==> src/rtl/mqw_pkg.sv <==
package mqw_pkg;
  localparam int Q_BITS   = 4;
  localparam int DEV_BITS = 3;
  localparam int ADDR_W   = Q_BITS + DEV_BITS;
  localparam int N_QUEUES = 1 << Q_BITS;

  typedef logic [Q_BITS-1:0]   qidx_t;
  typedef logic [DEV_BITS-1:0] devid_t;
  typedef logic [ADDR_W-1:0]   waddr_t;

  // a selection: queue index plus "addresses this device"
  typedef struct packed {
    logic  ok;
    qidx_t q;
  } sel_t;

  function automatic qidx_t addr_queue(waddr_t a);
    return a[Q_BITS-1:0];
  endfunction

  function automatic devid_t addr_dev(waddr_t a);
    return a[ADDR_W-1:Q_BITS];
  endfunction

  function automatic logic id_hit(waddr_t a, devid_t id);
    return addr_dev(a) == id;
  endfunction
endpackage

==> src/rtl/mqw_addr_decode.sv <==
module mqw_addr_decode
  import mqw_pkg::*;
(
  input  logic   cfg_done,
  input  logic   addr_en,
  input  waddr_t wr_addr,
  input  devid_t dev_id,
  output logic   sel_ev,
  output sel_t   sel_new
);
  // a selection event needs configuration complete
  assign sel_ev     = addr_en & cfg_done;
  assign sel_new.q  = addr_queue(wr_addr);
  assign sel_new.ok = id_hit(wr_addr, dev_id);
endmodule

==> src/rtl/mqw_sel_track.sv <==
module mqw_sel_track
  import mqw_pkg::*;
(
  input  logic clk,
  input  logic rst_n,
  input  logic sel_ev,
  input  sel_t sel_new,
  output sel_t sel_cur,
  output sel_t act,
  output logic hand
);
  // sel_cur: latest selection; act: queue that writes go to;
  // hand: one cycle between select edge and takeover edge
  always_ff @(posedge clk or negedge rst_n) begin
    if (!rst_n) begin
      sel_cur <= '0;
      act     <= '0;
      hand    <= 1'b0;
    end else begin
      if (hand) act <= sel_cur;
      if (sel_ev) begin
        sel_cur <= sel_new;
        hand    <= 1'b1;
      end else begin
        hand    <= 1'b0;
      end
    end
  end

  AST_SEL_CAPTURE: assert property (@(posedge clk) disable iff (!rst_n)
    sel_ev |=> sel_cur == $past(sel_new));
  AST_SEL_HELD: assert property (@(posedge clk) disable iff (!rst_n)
    !sel_ev |=> sel_cur == $past(sel_cur));
  AST_HANDOVER_OLD: assert property (@(posedge clk) disable iff (!rst_n)
    (sel_ev && !hand) |=> act == $past(act));
  AST_TAKEOVER_NEW: assert property (@(posedge clk) disable iff (!rst_n)
    hand |=> act == $past(sel_cur));
  AST_SEL_SPACING: assert property (@(posedge clk) disable iff (!rst_n)
    hand |-> !sel_ev);
endmodule

==> src/rtl/mqw_wr_gate.sv <==
module mqw_wr_gate
  import mqw_pkg::*;
(
  input  logic                clk,
  input  logic                rst_n,
  input  logic                cfg_done,
  input  logic                wr_en_n,
  input  sel_t                act,
  input  sel_t                sel_cur,
  input  logic [N_QUEUES-1:0] q_full_vec,
  output logic                stg_wr,
  output logic                full_flag
);
  logic act_full;
  logic flag_next;

  assign act_full  = q_full_vec[act.q];
  assign stg_wr    = cfg_done & act.ok & ~wr_en_n & ~act_full;
  // no selection addressing this device reads as full
  assign flag_next = sel_cur.ok ? q_full_vec[sel_cur.q] : 1'b1;

  always_ff @(posedge clk or negedge rst_n) begin
    if (!rst_n) full_flag <= 1'b1;
    else        full_flag <= flag_next;
  end

  AST_FLAG_FOLLOWS: assert property (@(posedge clk) disable iff (!rst_n)
    sel_cur.ok |=> full_flag == $past(q_full_vec[sel_cur.q]));
  AST_FLAG_IDLE: assert property (@(posedge clk) disable iff (!rst_n)
    !sel_cur.ok |=> full_flag);
endmodule

==> src/rtl/mqw_write_port.sv <==
module mqw_write_port
  import mqw_pkg::*;
#(
  parameter int DATA_W = 18
) (
  input  logic                clk,
  input  logic                rst_n,
  input  logic                cfg_done,
  input  logic [DEV_BITS-1:0] dev_id,
  input  logic [ADDR_W-1:0]   wr_addr,
  input  logic                addr_en,
  input  logic                wr_en_n,
  input  logic [DATA_W-1:0]   wr_data,
  input  logic [N_QUEUES-1:0] q_full_vec,
  output logic                stg_wr,
  output logic [Q_BITS-1:0]   stg_q,
  output logic [DATA_W-1:0]   stg_data,
  output logic                full_flag
);
  logic sel_ev;
  sel_t sel_new;
  sel_t sel_cur;
  sel_t act;
  logic hand;

  mqw_addr_decode u_dec (
    .cfg_done (cfg_done),
    .addr_en  (addr_en),
    .wr_addr  (wr_addr),
    .dev_id   (dev_id),
    .sel_ev   (sel_ev),
    .sel_new  (sel_new)
  );

  mqw_sel_track u_trk (
    .clk     (clk),
    .rst_n   (rst_n),
    .sel_ev  (sel_ev),
    .sel_new (sel_new),
    .sel_cur (sel_cur),
    .act     (act),
    .hand    (hand)
  );

  mqw_wr_gate u_gate (
    .clk        (clk),
    .rst_n      (rst_n),
    .cfg_done   (cfg_done),
    .wr_en_n    (wr_en_n),
    .act        (act),
    .sel_cur    (sel_cur),
    .q_full_vec (q_full_vec),
    .stg_wr     (stg_wr),
    .full_flag  (full_flag)
  );

  assign stg_q    = act.q;
  assign stg_data = wr_data;

  AST_NO_FULL_WRITE: assert property (@(posedge clk) disable iff (!rst_n)
    stg_wr |-> !q_full_vec[stg_q]);
  AST_DESEL_QUIET: assert property (@(posedge clk) disable iff (!rst_n)
    !act.ok |-> !stg_wr);
  AST_CFG_GATE: assert property (@(posedge clk) disable iff (!rst_n)
    !cfg_done |-> !stg_wr);
  AST_IDLE_NO_SEL: assert property (@(posedge clk) disable iff (!rst_n)
    (!cfg_done && addr_en) |=> $stable(sel_cur));
  AST_WREN_QUIET: assert property (@(posedge clk) disable iff (!rst_n)
    wr_en_n |-> !stg_wr);
endmodule

==> config.mk <==
export PLATFORM = sky130hd
export DESIGN_NAME = mqw_write_port
export DESIGN_NICKNAME = d
export VERILOG_FILES = /design/src/rtl/mqw_pkg.sv /design/src/rtl/mqw_addr_decode.sv /design/src/rtl/mqw_sel_track.sv /design/src/rtl/mqw_wr_gate.sv /design/src/rtl/mqw_write_port.sv
export SDC_FILE = /design/constraint.sdc
export NUM_CORES = 1
export LEC_CHECK = 0
export CAP_MARGIN = 25
export CORE_MARGIN = 2
export CORE_UTILIZATION = 55
export DETAILED_ROUTE_END_ITERATION = 8
export DONT_BUFFER_PORTS = 1
export PLACE_DENSITY = 0.73
export SLEW_MARGIN = 20
export SYNTH_ARGS = -nofsm -noshare
export SYNTH_HDL_FRONTEND = slang
export SYNTH_HIERARCHICAL = 1
export SYNTH_SLANG_ARGS = --single-unit
==> constraint.sdc <==
create_clock -name clk -period 1.42 [get_ports clk]
set_input_delay 0.284 -clock clk [delete_from_list [all_inputs] [get_ports clk]]
set_output_delay 0.284 -clock clk [all_outputs]
set_load 0.1 [all_outputs]
==> results_dict.tcl, run 1 <==
set metrics [dict create \
    overflow 0 \
    fin_crit_sh_pct 147 \
    final_cell_mix "mux2_2 (10), dfrtp_1 (8), buf_4 (6)" \
    critPathMaxFanout 6 \
    syn-cell-area_um2 903 \
    p_total_w 0.00130 \
    initial_utilization_pct 59.3 \
    async_flop_share_pct 100 \
    yosysWarnings 6 \
    cp_cell_sequence "mux4_2 > mux2i_1 > o211a_4 > buf_12" \
    internal_power_w 0.000783 \
    pre_cts_slack_ps -404 \
    clock.fmax_mhz 478 \
    hpwlAfterDp_mm 1.30 \
    path_buf_inv 1 \
    path_delay_family "multiplexers" \
    switching_power_w 0.000521 \
    crit_cells 4 \
    fin_tns_setup_ps -670 \
    fin_crit_ps 2090 \
    max_stage_delay_ps 510 \
    die_y_um 44.5 \
    whs_path_depth 1 \
    synth_seq_area_share_pct 33.4 \
    n_fill_cell 122 \
    netlist_instances 70 \
    status "complete, but fails checks" \
    nets 111 \
    grt_pass1_vias 516 \
    fin_hold_ws_ps 158 \
    synthDistinctLibCells 18 \
    synth-main-ff-cell "dfrtp_1" \
    clock_power_share_pct 20.5 \
    finalHoldViolations 0 \
    area.growth.synth_to_final_pct -0.831 \
    routed_wl_mm 1.54 \
    avgSynthCellArea_um2 12.9 \
    cap_violations 0 \
    vias_per_cell 6.83 \
    boundaryPins 73 \
    worstPathRequired_ps 1140 \
    slew_headroom_pct 65.6 \
    grt_max_degree 13 \
    portBuffers 0 \
    comb_power_share_pct 41.8 \
    rsz0062_at_grt "yes" \
    startpoint_type "flip-flop" \
    cts.sinks 12 \
    hold_class "input port to flip-flop" \
    slew_violations 0 \
    gp_congestion 0.744 \
    htree_levels 1 \
    max-vdd-ir-drop_uv 660 \
    pwr-share-seq_pct 37.7 \
    drt_iter0_markers 17 \
    ant_nets 0 \
    final.setup_skew_ps 0.266 \
    dr.pass1.iters 4 \
    failed_checks "setup timing" \
    synth_seq_cells 12 \
    cts-root-buf "clkbuf_4" \
    cts_tree "built" \
    track_usage_pct 16.8 \
    critPathKind "flip-flop to output pin" \
    layout_setup_ws_ps -670 \
    worst_pin_slew_ps 514 \
    grt_pass1_wl_mm 2.30 \
    cts_setup_buffers 0 \
    p_leak_nw 0.365 \
    vias 526 \
    arrival_ps 1810 \
    ff2ff_path_depth 3 \
    row_count 14 \
    slowest_stage "mux4_2" \
    insertion_delay_ps 270 \
    clk_pin_slew_ps 70 \
    drive_gt1_share_pct 54.1 \
    wl_per_cell_um 20.0 \
    final_common_cell "mux2_2" \
    worst_setup_path_end_kind "output pin" \
    clk_path_buf_depth 2 \
    synth_fp_nets 119 \
    synth-edff-count 0 \
    die_area_um2 1980 \
    cts_inserted_buffers 3 \
    grt_antenna_before_repair 0 \
    die_w_um 44.5 \
    powerDensity_nw_per_um2 1450 \
    drc 0 \
    setup_violations 1 \
    switching_share_pct 40.0 \
    design.core.area_um2 1520 \
    diodes 0 \
]
sequential cells by signal, indices dropped and copies added (netlist names):
| register | flops |
|---|---|
| u_gate/full_flag | 1 |
| u_trk/act | 5 |
| u_trk/hand | 1 |
| u_trk/sel_cur | 5 |
synth_stat cells (2+ instances only):
master / instances / area share (%)
nand3b_1: 3 / 2.5
mux4_1: 5 / 15
mux2_2: 10 / 12
nor2_1: 2 / 0.83
nand3_1: 2 / 1.1
mux4_2: 3 / 7.5
xor2_1: 3 / 2.9
buf_4: 22 / 18
dfrtp_1: 11 / 30
routing by layer:
layer,up-vias,GRT usage (%),wire [um]
li1,221,-,-
met1,263,19.2,533
met2,38,27.0,788
met3,4,8.98,199
met4,0,5.45,16
met5,-,0,0
kinds of logic after synthesis:
logic type      Yosys count  share of synthesized area (%)
buf+inv                  23                           18.7
mux                      19                           35.6
simple gates             10                           6.93
xor+xnor                  3                           2.91
compound gates            3                           2.49
flops                    12                           33.4
power by group through the flow:
| stage | registers (W) | clock network, W | logic (W) |
|---|---|---|---|
| 3_3_place_gp | 0.000494 | 0 | 0.000535 |
| 2_1_floorplan | 0.000709 | 0 | 0.000453 |
| 5_1_grt | 0.000505 | 0.000288 | 0.000568 |
| 4_1_cts | 0.000493 | 0.000280 | 0.000549 |
| 6_report | 0.000492 | 0.000267 | 0.000545 |
| 3_5_place_dp | 0.000500 | 0 | 0.000541 |
through the flow:
step | cells | instance area, um2 | utilization (%)
final | 77 | 896 | 58.8
after global routing | 77 | 896 | 58.8
after CTS | 77 | 895 | 58.7
after detailed placement | 72 | 848 | 55.7
after global placement | 72 | 848 | 55.7
after floorplan | 70 | 908 | -
final timing paths:
kind,from,to,slack (ps)
setup / recovery,u_trk/act[0],stg_wr,-670
hold / removal,wr_addr[0],u_trk/sel_cur[0],160
setup reg to reg,u_trk/sel_cur[0],u_gate/full_flag,60
hold reg to reg,u_trk/act[4],u_trk/act[4],520
max in group asynchronous,rst_n,u_trk/act[0],620
min in group asynchronous,rst_n,u_trk/hand,420
area by class of cell:
| type | count | area, um2 | area share, % |
|---|---|---|---|
| tap | 16 | 20.0 | 2.23 |
| clock buffer | 4 | 36.3 | 4.05 |
| timing repair buffer | 9 | 95.1 | 10.6 |
| inverter | 1 | 3.75 | 0.419 |
| sequential | 12 | 308 | 34.4 |
| multi-input combinational | 35 | 433 | 48.3 |
what timing repair did:
action,in CTS,in global routing
setup endpoints to repair,1,2
endpoints found under the hold margin,12,0
gates resized for setup,0,1
pin swaps,1,0
hold buffers,1,0
Power figures use the tool's default switching activity.
==> inputs of run 2 (changes only) <==
--- a/config.mk
+++ b/config.mk
@@ -5,7 +5,9 @@
 export SDC_FILE = /design/constraint.sdc
 export NUM_CORES = 1
 export LEC_CHECK = 0
+export ABC_AREA = 1
 export CAP_MARGIN = 25
+export CORE_ASPECT_RATIO = 1.4
 export CORE_MARGIN = 2
 export CORE_UTILIZATION = 55
 export DETAILED_ROUTE_END_ITERATION = 8
==> run 2 against run 1 <==
  * The flow still finishes with violations (setup timing)
  * Via count is 76% higher
  * Combinational power rose by 5.0%
  * Clock skew hardly changed
  * Critical path type unchanged
  * Total power shrank 0.35%
  * Worst setup slack better by 260 ps
  * Sequential power is 6.5% lower
  * Core utilization increased by 5.2 points
  * Final area grew 26%
  * Maximum frequency grew 14%
  * Critical path depth rose by 4
  * Sequential cell count is the same
==> results_dict.tcl, run 2 <==
set metrics [dict create \
    vias 925 \
    synth_top_cell_by_area "dfrtp_1" \
    nets 205 \
    grt_pass1_wl_mm 3.18 \
    wl_per_cell_um 13.2 \
    ant_nets 0 \
    synth_most_common_cell "nand2_1" \
    die_y_um 55.1 \
    path_buf_inv 2 \
    diodes 0 \
    grt_max_degree 16 \
    synth_seq_area_share_pct 29.4 \
    drc 0 \
    finalHoldViolations 0 \
    netlist_instances 162 \
    clock.fmax_mhz 545 \
    routed_wl_mm 2.31 \
    clk_path_buf_depth 2 \
    cts_inserted_buffers 3 \
    final_util_pct 64.0 \
    synthTopCellsByCount "nand2_1 (60), buf_4 (22), inv_1 (22), nand3_1 (19), dfrtp_1 (11)" \
    die_area_um2 2230 \
    cts.sinks 12 \
    worst_setup_path_end_kind "output pin" \
    cp_cell_sequence "buf_6 > nand2_2 > nand2_1 > nand3_1 > nand2_1 > nor2_2 > nor2_4 > buf_12" \
    boundaryPins 73 \
    layout_setup_ws_ps -415 \
    max-vdd-ir-drop_uv 810 \
    fin_crit_sh_pct 129 \
    reg_top3 "u_trk/act: 5 flops, u_trk/sel_cur: 5 flops" \
    crit_top_cell "nand2_1" \
    insertion_delay_ps 270 \
    failed_checks "setup timing" \
    die_w_um 40.5 \
    grt_busiest_layer "met2" \
    n_fill_cell 161 \
    overflow 0 \
    htree_levels 1 \
    design_area_um2 1120 \
    setup_violations 2 \
    slowest_stage "dfrtp_4" \
    vias_per_cell 5.29 \
    fin_crit_ps 1830 \
    async_flop_share_pct 100 \
    row_count 18 \
    cap_violations 0 \
    fin_cells 175 \
    grt_antenna_before_repair 0 \
    status "complete, but fails checks" \
    initial_utilization_pct 58.4 \
    slew_violations 0 \
    max_stage_delay_ps 530 \
    clk_pin_slew_ps 70 \
    worst_pin_slew_ps 510 \
    yosysWarnings 6 \
    dpl_cell_area_um2 957 \
    slew_headroom_pct 65.9 \
    portBuffers 0 \
    synth-main-ff-cell "dfrtp_1" \
    final.setup_skew_ps 0.305 \
    grt_pass1_vias 831 \
    dr.pass1.iters 4 \
    design.core.area_um2 1760 \
    drt_iter0_markers 21 \
    avgSynthCellArea_um2 6.33 \
    synth_fp_nets 211 \
    p_leak_nw 0.604 \
    area.growth.synth_to_final_pct 9.63 \
    pre_cts_slack_ps -149 \
    dpl.cell_count 165 \
    synth_seq_cells 12 \
    critPathKind "flip-flop to output pin" \
    drive_gt1_share_pct 26.5 \
    synth-edff-count 0 \
    track_usage_pct 21.5 \
    syn-cell-area_um2 1030 \
    critPathMaxFanout 6 \
    final_cell_mix "nand2_1 (55), inv_1 (21), nand3_1 (12)" \
    startpoint_type "flip-flop" \
    synth_area_leaders "dfrtp_1 (27%), nand2_1 (22%), buf_4 (16%), nand3_1 (9.3%), inv_1 (8.0%)" \
    final_common_cell "nand2_1" \
    synthDistinctLibCells 17 \
    hpwlAfterDp_mm 1.80 \
    cts-root-buf "clkbuf_4" \
    worstPathRequired_ps 1140 \
    path_delay_family "flip-flops" \
    gp_congestion 0.778 \
    grt_use_met1_pct 20.0 \
    powerDensity_nw_per_um2 1150 \
    rsz0062_at_grt "yes" \
    yosys.area.top_type_share_pct 26.8 \
    cts_tree "built" \
    use_met3_pct 3.60 \
    fin_hold_ws_ps 124 \
    arrival_ps 1550 \
    hold_class "input port to flip-flop" \
    gr-usage-met2_pct 41.3 \
]
-- run 2: cell count changes in the layout (fill, tap and decap cells not counted), moves of 3 or more --
cell,before,now
nand2_1,0,55
inv_1,1,21
mux2_2,10,0
nand3_1,2,12
nand3_2,0,7
nand2_2,0,6
nor2_1,2,8
mux4_2,5,0
buf_6,0,4
mux4_1,3,0
nand3b_1,3,0
o211ai_1,0,3
o21ai_1,0,3
-- run 2: power breakdown --
| group | total (W) | switching [W] | internal [W] |
|---|---|---|---|
| logic | 0.000572 | 0.000365 | 0.000207 |
| clock network | 0.000267 | 0.000111 | 0.000156 |
| registers | 0.000460 | 0.0000678 | 0.000392 |
-- run 2: per-layer routing --
layer  routed length (um)  vias up
met5                    0        -
met4                   36        0
met3                  175        5
met2                 1270       45
met1                  826      417
li1                     -      458
-- run 2: layout make-up --
class	count	area, um2	area share [%]
sequential	12	310	27.6
multi-input combinational	101	499	44.4
inverter	25	101	9.01
clock buffer	4	36.3	3.23
timing repair buffer	13	153	13.6
tap	20	25.0	2.22
-- run 2: stage by stage --
step / power (W) / TNS (ps)
finish: 0.00130 / -623
global route: 0.00137 / -702
CTS: 0.00126 / -505
detailed placement: 0.000917 / -149
global placement: 0.000907 / -120
floorplan: 0.00108 / -577
-- run 2: logic make-up after synthesis --
group | share of synthesized area (%)
and+or+nand+nor | 35.5
buffers and inverters | 27.9
DFF | 29.4
xor gates and xnor gates | 1.71
AOI/OAI and AO/OA | 5.49
-- run 2: path summary, 6_finish.rpt --
check                                  from               end  slack [ps]  cells after the start
min in group asynchronous             rst_n  u_trk/sel_cur[2]         420                      1
hold / removal                   wr_addr[2]  u_trk/sel_cur[2]         120                      2
max in group asynchronous             rst_n      u_trk/act[1]         620                      1
hold reg to reg            u_trk/sel_cur[4]  u_gate/full_flag         470                      1
setup / recovery               u_trk/act[0]            stg_wr        -410                      8
setup reg to reg               u_trk/act[0]      u_trk/act[0]         120                      6
-- run 2: repair_timing --
item	CTS	global route
pin swaps	13	3
buffers inserted	3	2
setup endpoints to repair	2	3
cloned	0	0
hold buffers	1	0
gates resized for setup	16	9
endpoints found under the hold margin	12	0
==> inputs of run 3 (changes only) <==
--- a/config.mk
+++ b/config.mk
@@ -6,10 +6,10 @@
 export NUM_CORES = 1
 export LEC_CHECK = 0
 export ABC_AREA = 1
-export CAP_MARGIN = 25
 export CORE_ASPECT_RATIO = 1.4
 export CORE_MARGIN = 2
 export CORE_UTILIZATION = 55
+export CTS_CLUSTER_DIAMETER = 40
 export DETAILED_ROUTE_END_ITERATION = 8
 export DONT_BUFFER_PORTS = 1
 export PLACE_DENSITY = 0.73
==> results of run 3 <==
The final DEF is identical to that of run 2; final timing and power are the same.
